`config.mk`:
```
export PLATFORM = sky130hd
export DESIGN_NAME = rs_stream_encoder
export DESIGN_NICKNAME = d
export VERILOG_FILES = /design/src/rtl/rs_enc_pkg.sv /design/src/rtl/rs_gf_cmul.sv /design/src/rtl/rs_parity_lfsr.sv /design/src/rtl/rs_enc_ctrl.sv /design/src/rtl/rs_enc_outreg.sv /design/src/rtl/rs_stream_encoder.sv
export SDC_FILE = /design/constraint.sdc
export NUM_CORES = 1
export LEC_CHECK = 0
export CORE_MARGIN = 3
export CORE_UTILIZATION = 54
export DETAILED_ROUTE_END_ITERATION = 10
export PLACE_DENSITY = 0.71
export SETUP_SLACK_MARGIN = 0.02
export SKIP_LAST_GASP = 1
export SYNTH_ARGS = -nofsm -noshare
export SYNTH_HDL_FRONTEND = slang
export SYNTH_HIERARCHICAL = 1
export SYNTH_SLANG_ARGS = --single-unit
```
`constraint.sdc`:
```
create_clock -name clk -period 7.8 [get_ports clk]
set_input_delay 2.34 -clock clk [delete_from_list [all_inputs] [get_ports clk]]
set_output_delay 2.34 -clock clk [all_outputs]
set_load 0.01 [all_outputs]
```
`src/rtl/rs_enc_pkg.sv`:
```
// Package: shared types and elaboration-time Galois-field helpers for the
// Reed-Solomon encoder. The functions work on plain integers and are meant
// to be called only in constant expressions (generator tap values).
package rs_enc_pkg;

    typedef enum logic {
        PH_DATA   = 1'b0,
        PH_PARITY = 1'b1
    } rs_phase_e;

    localparam int MAX_PAR = 256;

    // Product of two field elements, shift-and-add with modular reduction.
    function automatic int gf_mul_int(int a, int b, int w, int poly);
        int acc = 0;
        int x = a;
        for (int i = 0; i < w; i++) begin
            if (((b >> i) & 1) != 0) acc = acc ^ x;
            x = x << 1;
            if (((x >> w) & 1) != 0) x = x ^ poly;
        end
        return acc;
    endfunction

    // alpha raised to e, where alpha is the element x (value 2).
    function automatic int gf_pow_int(int e, int w, int poly);
        int r = 1;
        int b = 2;
        int k = e;
        while (k > 0) begin
            if ((k & 1) != 0) r = gf_mul_int(r, b, w, poly);
            b = gf_mul_int(b, b, w, poly);
            k = k >> 1;
        end
        return r;
    endfunction

    // Coefficient of x^idx in the product of nr root factors.
    function automatic int gen_coef(int idx, int nr, int w, int poly,
                                    int start, int scale);
        int g [0:MAX_PAR];
        int root;
        for (int j = 0; j <= MAX_PAR; j++) g[j] = 0;
        g[0] = 1;
        for (int i = 0; i < nr; i++) begin
            root = gf_pow_int((scale * (start + i)) % ((1 << w) - 1), w, poly);
            for (int j = i + 1; j >= 1; j--)
                g[j] = g[j-1] ^ gf_mul_int(g[j], root, w, poly);
            g[0] = gf_mul_int(g[0], root, w, poly);
        end
        return g[idx];
    endfunction

endpackage

```
`src/rtl/rs_gf_cmul.sv`:
```
// Module: multiplier of a variable field element by a constant.
// Assumes FIELD_POLY includes the x^SYM_W term; only its low SYM_W bits
// are used for reduction. The result is a pure XOR network.
module rs_gf_cmul #(
    parameter int SYM_W      = 8,
    parameter int FIELD_POLY = 285,
    parameter int COEF       = 1
) (
    input  logic [SYM_W-1:0] a,
    output logic [SYM_W-1:0] y
);

    localparam logic [SYM_W-1:0] RED   = SYM_W'(FIELD_POLY);
    localparam logic [SYM_W-1:0] CBITS = SYM_W'(COEF);

    logic [SYM_W-1:0] pw [SYM_W];

    assign pw[0] = a;

    // Successive products a*x^j, each reduced by the field polynomial.
    generate
        for (genvar j = 1; j < SYM_W; j++) begin : g_xtime
            assign pw[j] = {pw[j-1][SYM_W-2:0], 1'b0}
                         ^ ({SYM_W{pw[j-1][SYM_W-1]}} & RED);
        end
    endgenerate

    // Sum the powers selected by the constant's bits.
    always_comb begin
        y = '0;
        for (int j = 0; j < SYM_W; j++)
            if (CBITS[j]) y = y ^ pw[j];
    end

endmodule

```
`src/rtl/rs_parity_lfsr.sv`:
```
// Module: parity division register. On absorb, the feedback is
// (din + top stage), multiplied into every tap. On drain, the feedback is
// forced to zero, so the stages shift toward the top and fill with zero.
// After NPAR drain steps the register is clear for the next block.
// Assumes the generator is monic; taps 0..NPAR-1 are its lower coefficients.
module rs_parity_lfsr #(
    parameter int SYM_W      = 8,
    parameter int FIELD_POLY = 285,
    parameter int NPAR       = 16,
    parameter int GEN_START  = 0,
    parameter int GEN_SCALE  = 1
) (
    input  logic             clk,
    input  logic             rst_n,
    input  logic             ce,
    input  logic             absorb,
    input  logic             drain,
    input  logic [SYM_W-1:0] din,
    output logic [SYM_W-1:0] par_top
);

    logic [SYM_W-1:0] par_q [NPAR];
    logic [SYM_W-1:0] prod  [NPAR];
    logic [SYM_W-1:0] fb;

    assign fb      = absorb ? (din ^ par_q[NPAR-1]) : '0;
    assign par_top = par_q[NPAR-1];

    // One constant multiplier per generator tap.
    generate
        for (genvar gi = 0; gi < NPAR; gi++) begin : g_tap
            localparam int COEF = rs_enc_pkg::gen_coef(gi, NPAR, SYM_W,
                                      FIELD_POLY, GEN_START, GEN_SCALE);
            rs_gf_cmul #(
                .SYM_W     (SYM_W),
                .FIELD_POLY(FIELD_POLY),
                .COEF      (COEF)
            ) u_mul (
                .a(fb),
                .y(prod[gi])
            );
        end
    endgenerate

    // Division step on absorb, zero-feedback shift on drain.
    always_ff @(posedge clk) begin
        if (!rst_n) begin
            for (int i = 0; i < NPAR; i++) par_q[i] <= '0;
        end else if (ce && (absorb || drain)) begin
            par_q[0] <= prod[0];
            for (int i = 1; i < NPAR; i++) par_q[i] <= par_q[i-1] ^ prod[i];
        end
    end

endmodule

```
`src/rtl/rs_enc_ctrl.sv`:
```
// Module: block sequencer. Counts K message symbols, then NPAR parity
// emissions, and owns the input ready, the position marks and the TLAST
// event pulses. Assumes out_space means the output register can take a
// symbol this cycle. All state advances only while ce is high.
module rs_enc_ctrl #(
    parameter int K    = 188,
    parameter int NPAR = 16
) (
    input  logic clk,
    input  logic rst_n,
    input  logic ce,
    input  logic s_tvalid,
    input  logic s_tlast,
    input  logic out_space,
    output logic s_tready,
    output logic absorb,
    output logic drain,
    output logic mark_info,
    output logic mark_last,
    output logic evt_missing,
    output logic evt_unexpected
);

    import rs_enc_pkg::*;

    localparam int DCW = (K > 1) ? $clog2(K) : 1;
    localparam int PCW = $clog2(NPAR);
    localparam logic [DCW-1:0] D_LAST = DCW'(K - 1);
    localparam logic [PCW-1:0] P_LAST = PCW'(NPAR - 1);

    rs_phase_e      phase_q;
    logic [DCW-1:0] dcnt_q;
    logic [PCW-1:0] pcnt_q;
    logic           at_kth;

    assign at_kth    = (dcnt_q == D_LAST);
    assign s_tready  = ce && (phase_q == PH_DATA) && out_space;
    assign absorb    = s_tvalid && s_tready;
    assign drain     = ce && (phase_q == PH_PARITY) && out_space;
    assign mark_info = absorb && at_kth;
    assign mark_last = drain && (pcnt_q == P_LAST);

    // Phase and position counters.
    always_ff @(posedge clk) begin
        if (!rst_n) begin
            phase_q <= PH_DATA;
            dcnt_q  <= '0;
            pcnt_q  <= '0;
        end else if (absorb) begin
            if (at_kth) begin
                dcnt_q  <= '0;
                phase_q <= PH_PARITY;
            end else begin
                dcnt_q <= dcnt_q + 1'b1;
            end
        end else if (drain) begin
            if (pcnt_q == P_LAST) begin
                pcnt_q  <= '0;
                phase_q <= PH_DATA;
            end else begin
                pcnt_q <= pcnt_q + 1'b1;
            end
        end
    end

    // Event pulses, recomputed on every enabled cycle.
    always_ff @(posedge clk) begin
        if (!rst_n) begin
            evt_missing    <= 1'b0;
            evt_unexpected <= 1'b0;
        end else if (ce) begin
            evt_missing    <= absorb && at_kth && !s_tlast;
            evt_unexpected <= absorb && !at_kth && s_tlast;
        end
    end

endmodule

```
`src/rtl/rs_enc_outreg.sv`:
```
// Module: single output register with valid/ready. Takes either a message
// symbol or a parity symbol, with its marks. Assumes the two load strobes
// are never high together and are only raised while space is high.
module rs_enc_outreg #(
    parameter int SYM_W = 8
) (
    input  logic             clk,
    input  logic             rst_n,
    input  logic             ce,
    input  logic             load_data,
    input  logic             load_par,
    input  logic [SYM_W-1:0] din,
    input  logic [SYM_W-1:0] par,
    input  logic             info_in,
    input  logic             last_in,
    input  logic             m_tready,
    output logic             m_tvalid,
    output logic [SYM_W-1:0] m_tdata,
    output logic             m_tlast,
    output logic             m_info,
    output logic             space
);

    assign space = !m_tvalid || m_tready;

    // Load a new symbol or drop valid once the symbol is taken.
    always_ff @(posedge clk) begin
        if (!rst_n) begin
            m_tvalid <= 1'b0;
            m_tdata  <= '0;
            m_tlast  <= 1'b0;
            m_info   <= 1'b0;
        end else if (ce) begin
            if (load_data || load_par) begin
                m_tvalid <= 1'b1;
                m_tdata  <= load_par ? par : din;
                m_tlast  <= last_in;
                m_info   <= info_in;
            end else if (m_tready) begin
                m_tvalid <= 1'b0;
            end
        end
    end

endmodule

```
`src/rtl/rs_stream_encoder.sv`:
```
// Module: top of the systematic Reed-Solomon stream encoder. It ties the
// sequencer, the parity divider and the output register together.
// Assumes 3 <= N <= 2^SYM_W - 1, max(N-256,1) <= K <= N-2, FIELD_POLY
// primitive of degree SYM_W, and GEN_SCALE coprime with 2^SYM_W - 1.
module rs_stream_encoder #(
    parameter int SYM_W      = 8,
    parameter int FIELD_POLY = 285,
    parameter int N          = 204,
    parameter int K          = 188,
    parameter int GEN_START  = 0,
    parameter int GEN_SCALE  = 1
) (
    input  logic             clk,
    input  logic             rst_n,
    input  logic             ce,
    input  logic             s_tvalid,
    output logic             s_tready,
    input  logic [SYM_W-1:0] s_tdata,
    input  logic             s_tlast,
    output logic             m_tvalid,
    input  logic             m_tready,
    output logic [SYM_W-1:0] m_tdata,
    output logic             m_tlast,
    output logic             m_info,
    output logic             evt_tlast_missing,
    output logic             evt_tlast_unexpected
);

    localparam int NPAR = N - K;

    logic             absorb;
    logic             drain;
    logic             mark_info;
    logic             mark_last;
    logic             out_space;
    logic [SYM_W-1:0] par_top;

    rs_enc_ctrl #(
        .K   (K),
        .NPAR(NPAR)
    ) u_ctrl (
        .clk           (clk),
        .rst_n         (rst_n),
        .ce            (ce),
        .s_tvalid      (s_tvalid),
        .s_tlast       (s_tlast),
        .out_space     (out_space),
        .s_tready      (s_tready),
        .absorb        (absorb),
        .drain         (drain),
        .mark_info     (mark_info),
        .mark_last     (mark_last),
        .evt_missing   (evt_tlast_missing),
        .evt_unexpected(evt_tlast_unexpected)
    );

    rs_parity_lfsr #(
        .SYM_W     (SYM_W),
        .FIELD_POLY(FIELD_POLY),
        .NPAR      (NPAR),
        .GEN_START (GEN_START),
        .GEN_SCALE (GEN_SCALE)
    ) u_lfsr (
        .clk    (clk),
        .rst_n  (rst_n),
        .ce     (ce),
        .absorb (absorb),
        .drain  (drain),
        .din    (s_tdata),
        .par_top(par_top)
    );

    rs_enc_outreg #(
        .SYM_W(SYM_W)
    ) u_out (
        .clk      (clk),
        .rst_n    (rst_n),
        .ce       (ce),
        .load_data(absorb),
        .load_par (drain),
        .din      (s_tdata),
        .par      (par_top),
        .info_in  (mark_info),
        .last_in  (mark_last),
        .m_tready (m_tready),
        .m_tvalid (m_tvalid),
        .m_tdata  (m_tdata),
        .m_tlast  (m_tlast),
        .m_info   (m_info),
        .space    (out_space)
    );

endmodule

```
==> summary.txt <==
Outcome
  • Outcome: finished, final reports clean

Min path
  • Hold WC Path Type: reg -> reg
  • Min-delay src: u_out/m_tlast
  • WHS Endpoint: u_out/m_tlast
  • Worst hold stages: 2

Clock network
  • CTS sink count: around 150
  • Clock latency on the worst-skew pair: 0.43 ns
  • Post_cts resized: 0
  • CTS tree: yes
  • Hold_buf cts: 0
  • Worst-path clk slew: 0.06 ns
  • Total CTS buffers: 17
  • Max Root-Sink Buffers: 2
  • Post-CTS setup buffer count: 0
  • Root buffer cell: clkbuf_16
  • H-tree levels: 4

Floorplanning
  • Row count: between 40 and 50
  • Initial Utilization: a little under three fifths
  • Io pins: 28
  • Die H: 143 um
  • Core Footprint: 0.0183 mm2
  • Die X: around 140 um
  • Die footprint: 0.0206 mm2

Detailed routing
  • Metal3 WL: 634 um
  • Met2 Routed Length: about 9.4 mm
  • Residual DRC: 0
  • DR iter-0 viols: 351
  • Total number of vias: 5637
  • Vias/cell: 5.29
  • Top Metal Used: met4
  • Routed wire length: 18.8 mm
  • Avg WL per Cell: 17.7 um
  • Initial DRT Pass Iterations: 5
  • Post-route ant nets: 0
  • DRT met1 WL: 8.56 mm

Timing
  • Final Hold Fails: 0
  • Endpoints failing setup: 0
  • Max_slew headroom: 35.2%
  • Crit share post-route: 78.3%
  • Post-route minimum period: 6.11 ns
  • Setup Total Neg Slack: 0 ns
  • Actual slew at the worst max-slew pin: between 0.9 and 1 ns
  • Max Fclk: 0.164 GHz
  • Max Clock Skew: approximately 0.019 ns
  • Max Slew Vio Count: 0
  • RSZ-0062 raised after global routing: no

Synth
  • Largest cells by area after synthesis: edfxtp_1 (38%), xnor2_1 (17%), xor2_1 (8.9%), xnor3_1 (6.4%), dfxtp_1 (5.1%)
  • Synth Cell Area: around 0.01 mm2
  • Post-synth top flop: edfxtp_1
  • Syn_nets: 810
  • EDFF count, synth: ~130
  • Synth cell types: 53
  • Synth async-reset ratio: 0%
  • List of most frequent post-synthesis cells: xnor2_1 (195), edfxtp_1 (128), xor2_1 (104)
  • Synthesized flop and latch total: roughly 150
  • Post-synthesis sequential area ratio: 42.8%
  • Synth Area per Inst: 12.8 um2
  • Yosys top cell area share: 37.7%
  • Largest area contributor in the netlist: edfxtp_1
  • Top-count cell post-synth: xnor2_1
  • Warnings from Yosys: 6
  • Post-Syn Instances: 794

Global routing
  • Initial antenna violation count: 0
  • Vias in the first global route: a little under 6000
  • Overflow after GRT: 0
  • First-pass GRT wire length: 30.2 mm
  • Pin count of the biggest net entering global routing: 85
  • Total GRT Usage: 19.0%

Place
  • DP Area: 0.0107 mm2
  • Placer congestion estimate: 0.738
  • PortBufs: 27
  • Detailed Place HPWL: 11.4 mm

Final layout
  • Area Overhead vs Synth: 11.0%
  • Final instance area: 0.0113 mm2
  • NumNets Final: between 800 and 900
  • ANT cells: 0
  • Layout cell share with drive strength beyond 1: roughly 12%
  • Filler Cell Count: 1375

Critical path
  • Kind of critical path: in -> out
  • Critical Path AT: approximately 3.8 ns
  • Reg2reg start: u_out/m_tvalid
  • Worst Reg2Reg Path Length in Cells: 10
  • Crit end category: output pin
  • CP Data Required Time: between 5 and 6 ns
  • CP startpoint kind: input pin
  • Reg2reg end: u_lfsr/par_q[0][76]
  • Setup slack, reg-to-reg: 4.31 ns
  • Worst-path fanout max: 21

Power and ir drop
  • Static leakage: between 4 and 5 nW
  • Cell Pwr Density: 262 mW/mm2
  • Worst IR Drop VDD: 0.165 mV

Job
  • Max Cap Viol: 0
power breakdown:
| group | internal [mW] | leakage, nW | switching [mW] |
|---|---|---|---|
| registers | 1.01 | 1.55 | 0.0477 |
| clock network | 0.549 | 0.322 | 0.322 |
| logic | 0.570 | 2.46 | 0.461 |
registers in the layout (all words and copies together) (netlist names):
signal	flops
u_ctrl/dcnt_q	8
u_ctrl/evt_missing	1
u_ctrl/evt_unexpected	1
u_ctrl/pcnt_q	4
u_ctrl/phase_q	1
u_lfsr/par_q	128
u_out/m_info	1
u_out/m_tdata	8
u_out/m_tlast	1
u_out/m_tvalid	1
placed cells by master, fill, tap and decap left out, drive strengths merged, types with 9 or more instances in the layout:
cell,Yosys,routed
xnor2,202,202
edfxtp,128,128
xor2,110,110
nor2,75,75
and2,65,65
xnor3,31,31
clkbuf,7,30
clkdlybuf4s50,0,26
dfxtp,26,26
buf,27,19
xor3,18,18
o211ai,12,12
mux2i,11,11
nand2,11,11
nand4bb,9,9
critical path, cell delays in order:
cell and delay [ns]:
clkdlybuf4s50_1 0.46, buf_4 0.26, nand2_1 0.08, nor2_1 0.09
clkdlybuf4s50_1 0.53
routing by layer:
layer,track usage (%),vias up
met1,24.9,2786
met5,0,-
li1,-,2738
met3,3.49,20
met4,6.05,0
met2,32.1,93
final cells by class:
type                       count  area (um2)  share of cell area, %
inverter                       4        15.0                  0.133
tap                          229         287                   2.53
timing repair buffer          45         463                   4.09
sequential                   154        4360                   38.6
clock inverter                 2        10.0                 0.0885
multi-input combinational    602        5540                   49.0
clock buffer                  30         634                   5.61
cells by family (layout without fill, tap and decap cells):
group,count (synthesis),in the layout,synth area share [%]
xor gates and xnor gates,361,361,39.2
and+or+nand+nor,190,190,10.6
adders and majority gates,2,2,0.245
DFF,154,154,42.8
AOI/OAI and AO/OA,38,38,3.08
buffers and inverters,38,81,2.99
muxes,11,11,1.08
worst max-delay path by stage:
stage                         from            endpoint  slack [ns]  cells after the start
after floorplan           m_tready  u_lfsr/par_q[0][0]        1.20                      6
after global placement          ce            s_tready        1.66                      5
after detailed placement        ce            s_tready        1.69                      5
after CTS                       ce            s_tready        1.68                      5
after global routing      m_tready            s_tready        1.60                      5
final                           ce            s_tready        1.69                      5
metrics by stage:
| stage | setup slack [ns] | power [mW] | cells | hold WS (ns) | util [%] |
|---|---|---|---|---|---|
| floorplan | 1.20 | 1.96 | 794 | 0.452 | - |
| global placement | 1.66 | 2.09 | 1034 | 0.446 | 58.4 |
| detailed placement | 1.69 | 2.11 | 1034 | 0.479 | 58.4 |
| CTS | 1.68 | 3.00 | 1066 | 0.487 | 61.9 |
| global route | 1.60 | 3.11 | 1066 | 0.516 | 61.9 |
| finish | 1.69 | 2.96 | 1066 | 0.487 | 61.9 |
Note: power is estimated with default switching activity, not from simulation.
